File: src/rtl/sguard_pkg.sv
package sguard_pkg;

    typedef enum logic [2:0] {
        CMD_NOP = 3'd0,
        CMD_ACT = 3'd1,
        CMD_RD  = 3'd2,
        CMD_WR  = 3'd3,
        CMD_PRE = 3'd4,
        CMD_RDA = 3'd5,
        CMD_WRA = 3'd6,
        CMD_RSV = 3'd7
    } cmd_e;

endpackage

File: src/rtl/sguard_bank.sv
module sguard_bank #(
    parameter int unsigned T_RP      = 3,
    parameter int unsigned T_RCD     = 3,
    parameter int unsigned T_RAS_MIN = 6,
    parameter int unsigned T_RAS_MAX = 7000
) (
    input  logic clk,
    input  logic rst_n,
    input  logic hold,
    input  logic do_act,
    input  logic do_rw,
    input  logic do_close,
    output logic is_open,
    output logic act_ok,
    output logic rw_ok,
    output logic close_ok,
    output logic ras_viol
);
    localparam int unsigned AW = $clog2(T_RAS_MAX + 1);
    localparam int unsigned PW = $clog2(T_RP + 1);

    typedef struct packed {
        logic          open;
        logic [AW-1:0] act_cnt;
        logic [PW-1:0] pre_cnt;
    } bank_s;

    bank_s s_d, s_q;

    always_comb begin
        s_d = s_q;
        if (!hold) begin
            if (do_act) begin
                s_d.open    = 1'b1;
                s_d.act_cnt = AW'(1);
            end else if (s_q.act_cnt < AW'(T_RAS_MAX)) begin
                s_d.act_cnt = s_q.act_cnt + AW'(1);
            end
            if (do_close) begin
                s_d.open    = 1'b0;
                s_d.pre_cnt = PW'(1);
            end else if (s_q.pre_cnt < PW'(T_RP)) begin
                s_d.pre_cnt = s_q.pre_cnt + PW'(1);
            end
        end
    end

    always_ff @(posedge clk) begin
        if (!rst_n) begin
            s_q.open    <= 1'b0;
            s_q.act_cnt <= '0;
            s_q.pre_cnt <= PW'(T_RP);
        end else begin
            s_q <= s_d;
        end
    end

    assign is_open  = s_q.open;
    assign act_ok   = !s_q.open && (s_q.pre_cnt >= PW'(T_RP));
    assign rw_ok    = s_q.open && (s_q.act_cnt >= AW'(T_RCD));
    assign close_ok = s_q.open && (s_q.act_cnt >= AW'(T_RAS_MIN));
    assign ras_viol = s_q.open && (s_q.act_cnt >= AW'(T_RAS_MAX));

    // the top only opens a bank that is idle and recovered
    p_act_recovered_r1: assert property (@(posedge clk) disable iff (!rst_n)
        do_act |-> (!s_q.open && s_q.pre_cnt >= PW'(T_RP)));
    // column access only after the row delay
    p_rw_spacing_r3: assert property (@(posedge clk) disable iff (!rst_n)
        do_rw |-> (s_q.open && s_q.act_cnt >= AW'(T_RCD)));
    // closing only after the minimum active time
    p_close_spacing_r4: assert property (@(posedge clk) disable iff (!rst_n)
        do_close |-> (s_q.open && s_q.act_cnt >= AW'(T_RAS_MIN)));
    // nothing reaches the bank while the clock is suspended
    p_frozen_r7: assert property (@(posedge clk) disable iff (!rst_n)
        hold |-> !(do_act || do_rw || do_close));
    // a close leaves the bank idle
    p_closed_after_r4: assert property (@(posedge clk) disable iff (!rst_n)
        (do_close && !hold) |=> !is_open);
endmodule

File: src/rtl/sguard_susp.sv
module sguard_susp #(
    parameter int unsigned T_SUSP_MAX = 2000
) (
    input  logic clk,
    input  logic rst_n,
    input  logic susp_req,
    output logic cke,
    output logic susp_over
);
    localparam int unsigned SW = $clog2(T_SUSP_MAX + 1);

    typedef struct packed {
        logic          cke;
        logic          lock;
        logic [SW-1:0] cnt;
    } susp_s;

    susp_s s_d, s_q;
    logic  limit_hit;

    always_comb begin
        s_d       = s_q;
        limit_hit = !s_q.cke && susp_req && (s_q.cnt == SW'(T_SUSP_MAX - 1));
        s_d.cke   = !(susp_req && !s_q.lock && !limit_hit);
        s_d.lock  = limit_hit || (s_q.lock && susp_req);
        if (s_q.cke) begin
            s_d.cnt = '0;
        end else if (s_q.cnt < SW'(T_SUSP_MAX)) begin
            s_d.cnt = s_q.cnt + SW'(1);
        end
    end

    always_ff @(posedge clk) begin
        if (!rst_n) begin
            s_q.cke  <= 1'b1;
            s_q.lock <= 1'b0;
            s_q.cnt  <= '0;
        end else begin
            s_q <= s_d;
        end
    end

    assign cke       = s_q.cke;
    assign susp_over = s_q.lock;

    // a suspend never outlasts its limit
    p_susp_bound_r8: assert property (@(posedge clk) disable iff (!rst_n)
        !s_q.cke |-> (s_q.cnt < SW'(T_SUSP_MAX)));
    // the lockout keeps the clock running
    p_lock_runs_r8: assert property (@(posedge clk) disable iff (!rst_n)
        s_q.lock |-> s_q.cke);
    // a request without lockout enters suspend next cycle
    p_enter_r6: assert property (@(posedge clk) disable iff (!rst_n)
        (susp_req && s_q.cke && !s_q.lock) |=> !cke);
    // dropping the request resumes next cycle
    p_leave_r6: assert property (@(posedge clk) disable iff (!rst_n)
        !susp_req |=> (cke && !susp_over));
endmodule

File: src/rtl/sdram_cmd_guard.sv
module sdram_cmd_guard
    import sguard_pkg::*;
#(
    parameter int unsigned NUM_BANKS  = 2,
    parameter int unsigned T_RP       = 3,
    parameter int unsigned T_RRD      = 2,
    parameter int unsigned T_RCD      = 3,
    parameter int unsigned T_RAS_MIN  = 6,
    parameter int unsigned T_RAS_MAX  = 7000,
    parameter int unsigned T_SUSP_MAX = 2000,
    localparam int unsigned BW = (NUM_BANKS > 1) ? $clog2(NUM_BANKS) : 1
) (
    input  logic                 clk,
    input  logic                 rst_n,
    input  logic                 req_valid,
    input  logic [2:0]           req_cmd,
    input  logic [BW-1:0]        req_bank,
    output logic                 req_ready,
    output logic                 issue_valid,
    output logic [2:0]           issue_cmd,
    output logic [BW-1:0]        issue_bank,
    input  logic                 susp_req,
    output logic                 cke,
    output logic                 susp_over,
    output logic [NUM_BANKS-1:0] bank_open,
    output logic [NUM_BANKS-1:0] ras_viol
);
    localparam int unsigned RW = $clog2(T_RRD + 1);

    typedef struct packed {
        logic [RW-1:0] rrd;
    } top_s;

    top_s t_d, t_q;

    logic [NUM_BANKS-1:0] act_ok, rw_ok, close_ok;
    logic [NUM_BANKS-1:0] do_act, do_rw, do_close;
    logic                 grant_ok, fire;
    cmd_e                 cmd;

    assign cmd = cmd_e'(req_cmd);

    always_comb begin
        unique case (cmd)
            CMD_ACT:          grant_ok = act_ok[req_bank] && (t_q.rrd >= RW'(T_RRD));
            CMD_RD, CMD_WR:   grant_ok = rw_ok[req_bank];
            CMD_PRE:          grant_ok = !bank_open[req_bank] || close_ok[req_bank];
            CMD_RDA, CMD_WRA: grant_ok = rw_ok[req_bank] && close_ok[req_bank];
            default:          grant_ok = 1'b1;
        endcase
    end

    assign req_ready   = cke && grant_ok;
    assign fire        = req_valid && req_ready;
    assign issue_valid = fire;
    assign issue_cmd   = req_cmd;
    assign issue_bank  = req_bank;

    generate
        for (genvar b = 0; b < NUM_BANKS; b++) begin : g_bank
            logic sel;
            assign sel         = fire && (req_bank == BW'(b));
            assign do_act[b]   = sel && (cmd == CMD_ACT);
            assign do_rw[b]    = sel && (cmd == CMD_RD || cmd == CMD_WR ||
                                         cmd == CMD_RDA || cmd == CMD_WRA);
            assign do_close[b] = sel && ((cmd == CMD_PRE && bank_open[b]) ||
                                         cmd == CMD_RDA || cmd == CMD_WRA);

            sguard_bank #(
                .T_RP      (T_RP),
                .T_RCD     (T_RCD),
                .T_RAS_MIN (T_RAS_MIN),
                .T_RAS_MAX (T_RAS_MAX)
            ) u_bank (
                .clk      (clk),
                .rst_n    (rst_n),
                .hold     (!cke),
                .do_act   (do_act[b]),
                .do_rw    (do_rw[b]),
                .do_close (do_close[b]),
                .is_open  (bank_open[b]),
                .act_ok   (act_ok[b]),
                .rw_ok    (rw_ok[b]),
                .close_ok (close_ok[b]),
                .ras_viol (ras_viol[b])
            );

            // a granted activate opens the bank
            p_opens_r1: assert property (@(posedge clk) disable iff (!rst_n)
                do_act[b] |=> bank_open[b]);
        end
    endgenerate

    always_comb begin
        t_d = t_q;
        if (cke) begin
            if (|do_act) begin
                t_d.rrd = RW'(1);
            end else if (t_q.rrd < RW'(T_RRD)) begin
                t_d.rrd = t_q.rrd + RW'(1);
            end
        end
    end

    always_ff @(posedge clk) begin
        if (!rst_n) begin
            t_q.rrd <= RW'(T_RRD);
        end else begin
            t_q <= t_d;
        end
    end

    sguard_susp #(
        .T_SUSP_MAX (T_SUSP_MAX)
    ) u_susp (
        .clk       (clk),
        .rst_n     (rst_n),
        .susp_req  (susp_req),
        .cke       (cke),
        .susp_over (susp_over)
    );

    // activates stay T_RRD apart
    p_act_spacing_r2: assert property (@(posedge clk) disable iff (!rst_n)
        (|do_act) |-> (t_q.rrd >= RW'(T_RRD)));
    // one activate per cycle at most
    p_single_act_r2: assert property (@(posedge clk) disable iff (!rst_n)
        $onehot0(do_act));
    // no command leaves while suspended
    p_no_issue_susp_r7: assert property (@(posedge clk) disable iff (!rst_n)
        !cke |-> !issue_valid);
    // an idle bank never flags a long-open violation
    p_viol_open_r5: assert property (@(posedge clk) disable iff (!rst_n)
        (ras_viol & ~bank_open) == '0);
endmodule

File: config.mk
export PLATFORM = sky130hd
export DESIGN_NAME = sdram_cmd_guard
export DESIGN_NICKNAME = d
export VERILOG_FILES = /design/src/rtl/sguard_pkg.sv /design/src/rtl/sguard_bank.sv /design/src/rtl/sguard_susp.sv /design/src/rtl/sdram_cmd_guard.sv
export SDC_FILE = /design/constraint.sdc
export NUM_CORES = 1
export LEC_CHECK = 0
export CAP_MARGIN = 25
export CORE_MARGIN = 2
export CORE_UTILIZATION = 33
export DETAILED_ROUTE_END_ITERATION = 6
export DONT_BUFFER_PORTS = 1
export GPL_ROUTABILITY_DRIVEN = 0
export PLACE_DENSITY = 0.45
export SLEW_MARGIN = 20
export SYNTH_ARGS = -nofsm -noshare
export SYNTH_HDL_FRONTEND = slang
export SYNTH_SLANG_ARGS = --single-unit
File: constraint.sdc
create_clock -name clk -period 7.3 [get_ports clk]
set_clock_uncertainty 0.2 [all_clocks]
set_input_delay 0.73 -clock clk [delete_from_list [all_inputs] [get_ports clk]]
set_output_delay 0.73 -clock clk [all_outputs]
set_load 0.01 [all_outputs]
## Word level (Yosys, flattened, before mapping)

Index checks and enable logic that the tools add are counted.

- Bits of input ports: 8
- Output and inout bits: 12
- Logic and storage cells: 120
- Flip-flop bits (word level): 47

- $lt $le $gt $ge: 16
- Add/sub/neg operators: 6
- Reduce and logical (&&, ||, !) cells: 56
- Bitwise operators: 2
- Equal/unequal tests: 7
- Mux-type cells: 23

Operators with widths:

| operator | count |
|---|---|
| 2-to-1 mux 13 bit | 4 |
| adder 13 x 1 -> 13 bit, second input constant | 2 |
| >= comparator 13 bit, second input constant | 2 |
| >= comparator 13 x 2 -> 1 bit, second input constant | 2 |
| >= comparator 13 x 3 -> 1 bit, second input constant | 2 |
| less-than comparator 13 bit, second input constant | 2 |
| logical AND 1 bit | 25 |
| AND reduction 2 bit | 7 |
| nonzero test 2 bit | 7 |
| 2-to-1 mux 1 bit | 12 |
| 2-to-1 mux 2 bit | 6 |
| adder 11 x 1 -> 11 bit, second input constant | 1 |
| == test 11 bit, second input constant | 1 |
| less-than comparator 11 bit, second input constant | 1 |
| == test 3 bit, second input constant | 3 |
| OR reduction 2 bit | 4 |
| zero test 1 bit | 7 |
| adder 2 x 1 -> 2 bit, second input constant | 3 |
| == test 3 x 2 -> 1 bit, second input constant | 2 |
| >= comparator 2 bit, second input constant | 3 |
| logical OR 1 bit | 6 |
| less-than comparator 2 bit, second input constant | 3 |
| case mux 1 bit (4 select lines) | 1 |
| == test 3 x 1 -> 1 bit, second input constant | 1 |
| other kinds (2) | 3 |

## Depth between registers and ports, before layout

- Depth after elaboration: 13
- Gate-level depth with buffers: 10
- Gate-level depth less buffers: 9

## Hierarchy

Synthesis repeated with hierarchy kept, for this count alone.

- Cells, all modules: 368
- Area, all modules: 3178.0 um^2

Modules (own cells, without submodules):

| module | sequential area each (um^2) | cells an instance | area each (um^2) | times used |
|---|---|---|---|---|
| sguard_bank | 320.3 | 120 | 1062.3 | 2 |
| sguard_susp | 260.2 | 75 | 644.4 | 1 |
| sdram_cmd_guard | 40.0 | 53 | 409.1 | 1 |

## Worst setup path before layout

OpenSTA, ideal clock, no wires.

- Kind: input to output
- Start point: in req_bank
- End point: out issue_valid
- Data arrival time: 2.120 ns
- Path slack: 4.250 ns
- Cell stages on the path: 7
- Required time: 6.370 ns
- Buffers on the path: 1
- Path through: buf_2 -> or3b_2 -> a211oi_2 -> a221oi_1 -> o22ai_4 -> nand3_4 -> inv_1

- Cells in the longest elaborated chain, start to end: 7
- Elaborated cells on any way between the ends: 15
- Classes of those cells: mux (9); reduce/logical (6)

Ends and longest elaborated chain:

| what | RTL line | text |
|---|---|---|
| from (decl) | sdram_cmd_guard.sv:17 | `input logic [BW-1:0] req_bank,` |
| 2-to-1 mux 1 bit (not written as such) (2 in a row) | sdram_cmd_guard.sv:47 | `CMD_PRE: grant_ok = !bank_open[req_bank] \|\| close_ok[req_bank];` |
| zero test 1 bit | sdram_cmd_guard.sv:47 |  |
| logical OR 1 bit | sdram_cmd_guard.sv:47 |  |
| case mux 1 bit (4 select lines) * | sdram_cmd_guard.sv:44 | `unique case (cmd)` |
| logical AND 1 bit * | sdram_cmd_guard.sv:53 | `assign req_ready = cke && grant_ok;` |
| logical AND 1 bit * | sdram_cmd_guard.sv:54 | `assign fire = req_valid && req_ready;` |
| to (decl) | sdram_cmd_guard.sv:19 | `output logic issue_valid,` |

Every way passes the cells marked *; elsewhere a longest branch is shown, timed or not. The select of a mux whose other input is x is not followed.

## Worst setup path in the final report

- Start point: reg g_bank[0].u_bank.s_q[0] (netlist name)
- End point: out issue_valid

- Cells in the longest elaborated chain, start to end: 8

Ends and longest elaborated chain:

| what | RTL line | text |
|---|---|---|
| from (decl) | sguard_bank.sv:28 | `bank_s s_d, s_q;` |
| >= comparator 2 bit | sguard_bank.sv:59 | `assign act_ok = !s_q.open && (s_q.pre_cnt >= PW'(T_RP));` |
| logical AND 1 bit | sguard_bank.sv:59 |  |
| 2-to-1 mux 1 bit (not written as such) (2 in a row) | sdram_cmd_guard.sv:45 | `CMD_ACT: grant_ok = act_ok[req_bank] && (t_q.rrd >= RW'(T_RRD));` |
| logical AND 1 bit | sdram_cmd_guard.sv:45 |  |
| case mux 1 bit (4 select lines) | sdram_cmd_guard.sv:44 |  |
| logical AND 1 bit | sdram_cmd_guard.sv:53 |  |
| logical AND 1 bit | sdram_cmd_guard.sv:54 |  |

Every way passes these cells. The select of a mux whose other input is x is not followed.

==> impl_metrics.yaml <==
run_status:
  status: "complete, no violations"
drt:
  vias: 1980
  dr.pass1.iters: 4
  vias_per_cell: 5.08
  wl_um: 5490
  drt_iter0_drc: 162
  remaining_drc_errors: 0
  drtAntennaViolNets: 0
  wl_per_cell_um: 14.1
clock_network:
  cts_setup_buffers: 0
  clockBufferDepth: 2
  cts_sinks: 47
  clock_latency_ns: 0.31
  clk_pin_slew_worst_paths_ns: 0.10
  cts_max_level: 2
  cts_buffers: 5
  root_buffer: "clkbuf_8"
  cts_tree: "yes"
  cts_resized: 0
  holdBufCountCts: 0
power_and_ir_drop:
  p_leak_nw: 0.958
  peakVddDrop_mv: 0.104
  p_per_area_nw_per_um2: 220
yosys:
  syn_nets: 316
  synthMuxAreaShare_pct: 2.03
  ys_seq_elements: 47
  synth_flop_cell: "dfxtp_1"
  synthTopCellsByArea: "dfxtp_1 (37%), xor2_1 (6.2%), nor2_1 (4.9%)"
  synth_xor_xnor_area_share_pct: 8.30
  yosysTopAreaCellShare_pct: 37.2
  yosys.area_share.simple_pct: 27.5
  synth_compound_area_share_pct: 15.2
  synth_top_cell_by_area: "dfxtp_1"
  async_flop_share_pct: 0
  ys_top_cells_by_count: "dfxtp_1 (47), nor2_1 (33), nand2_1 (27)"
  synthesis.area_sq_um: 2530
  seq_area_frac_synth_pct: 37.2
  avgSynthCellArea_sq_um: 8.44
  synth_edf_count: 0
  ys_types: 53
  synthAdderAreaFrac_pct: 3.95
  post-synth-top-count-cell: "dfxtp_1"
  synth_cells: 300
  yosysWarnings: 0
  synth_top_family_by_area: "simple AND/OR/NAND/NOR gates"
global_routing:
  antenna_found_initial: 0
  grt_overflow: 0
  grt_pass1_wl_um: 9340
  grt_max_degree: 18
  grt_pass1_vias: 1890
  grtUsageTotal_pct: 13.9
placed_design:
  dpl.hpwl_um: 3870
  numPortBuffers: 0
floorplanning:
  ios: 20
  fp.dieH_um: 91.6
  fp.dieArea_sq_um: 8390
  core-area_sq_um: 7330
  start_util_pct: 34.5
  die_w_um: 91.6
  rows: 31
worst_hold_path:
  worstHoldPathType: "in2reg"
worst_setup_path:
  crit_family: "compound AO/OA/AOI/OAI gates"
  cp-start-kind: "flip-flop"
  critPathMaxStageDelay_ns: 0.45
  arrival_ns: 2.27
  cp_cell_sequence: "ha_1 -> or3b_2 -> a211oi_2 -> a221oi_1 -> o22ai_4 -> nand3_4 -> inv_1"
  crit_path_max_fanout: 8
  crit_path_end_kind: "primary output"
  cp.required_ns: 6.37
  cp_num_buf_inv: 1
  crit_type: "reg2out"
  cp_slowest_cell: "or3b_2"
timing:
  max_freq_ghz: 0.312
  rsz0062_at_grt: "false"
  finalHoldViolations: 0
  fin_crit_sh_pct: 43.8
  period_needed_ns: 3.20
  tightest_slew_ns: 0.798
  drv_slew: 0
  final.setup.tns_ns: 0
  max_slew_margin_pct: 46.5
  setup_viol: 0
  whs_ns: 0.280
layout:
  syn_to_final_growth_pct: 6.67
  fin_nets: 306
  drive_gt1_share_pct: 6.53
  n_antenna_cell: 0
  fin_util_pct: 36.8
  fillers: 802
flow_run:
  cap_violations: 0
## worst register-to-register path: stages (launching register included)
cell      delay (ns)
dfxtp_1         0.37
ha_1            0.19
or3b_2          0.46
a211oi_2        0.29
a221oi_1        0.12
o22ai_4         0.24
nand3_4         0.15
o31ai_2         0.69
nor2_1          0.12
## stage by stage
stage | instance area [sq um] | total power, mW | setup WS (ns) | cells
2_1_floorplan | 2530 | 0.359 | 4.25 | 300
6_report | 2700 | 0.595 | 4.10 | 390
3_5_place_dp | 2560 | 0.370 | 4.10 | 382
5_1_grt | 2700 | 0.627 | 3.96 | 390
4_1_cts | 2700 | 0.605 | 4.09 | 390
3_3_place_gp | 2560 | 0.371 | 4.15 | 382
## where the power goes
group          switching, mW  internal, mW
registers             0.0127         0.270
logic                 0.0410        0.0403
clock network         0.0946         0.137
total                  0.148         0.447
## layout by cell type, fill, tap and decap left out, types with 7 or more instances in the layout
| cell type | Yosys | layout |
|---|---|---|
| nand4_1 | 12 | 12 |
| or3_1 | 7 | 7 |
| a21oi_1 | 16 | 16 |
| o21ai_0 | 10 | 10 |
| xor2_1 | 18 | 18 |
| nand2_1 | 27 | 27 |
| nor2_1 | 33 | 33 |
| nor3_1 | 9 | 9 |
| inv_1 | 13 | 13 |
| ha_1 | 8 | 8 |
| dfxtp_1 | 47 | 47 |
| nand3_1 | 10 | 10 |
## cell families (layout without fill, tap and decap cells)
kind of cell | count (synthesis) | in the layout
and+or+nand+nor | 131 | 131
AOI/OAI and AO/OA | 55 | 55
DFF | 47 | 47
buffers and inverters | 30 | 21
xor gates and xnor gates | 24 | 24
adders and majority gates | 8 | 8
muxes | 5 | 5
## sequential cells by signal, summed over array words and instances, names as in the netlist
signal                 cells
u_susp.cke                 1
g_bank.u_bank.is_open      2
u_susp.s_q                11
g_bank.u_bank.s_q         30
u_susp.susp_over           1
t_q                        2
## metal layers
layer | GRT usage, % | share of wire, % | wire (um) | up-vias
met3 | 4.90 | 6.0 | 330 | 4
met1 | 19.6 | 52 | 2850 | 901
met2 | 19.6 | 41 | 2240 | 31
met5 | 0 | 0 | 0 | -
met4 | 4.55 | 1.3 | 70 | 0
li1 | - | - | - | 1044
## area by class of cell
class,count,area [sq um],share of cell area [%]
Clock buffer,5,68.8,2.55
Tap cell,99,124,4.59
Clock inverter,3,67.6,2.50
Multi-Input combinational cell,223,1450,53.7
Inverter,13,48.8,1.81
Sequential cell,47,941,34.8
## worst paths after layout
check	start	to	slack [ns]	cells past startpoint
max	g_bank[0].u_bank.s_q[0]$_SDFFE_PN1P_	issue_valid	4.10	7
min	rst_n	t_q[1]$_SDFFE_PN1P_	0.28	1
max reg2reg	g_bank[0].u_bank.s_q[0]$_SDFFE_PN1P_	g_bank[1].u_bank.s_q[11]$_SDFFE_PN0P_	4.33	8
min reg2reg	u_susp.s_q[10]$_SDFFE_PP0N_	u_susp.s_q[9]$_SDFFE_PP0N_	0.29	2
Power figures use the tool's default switching activity.
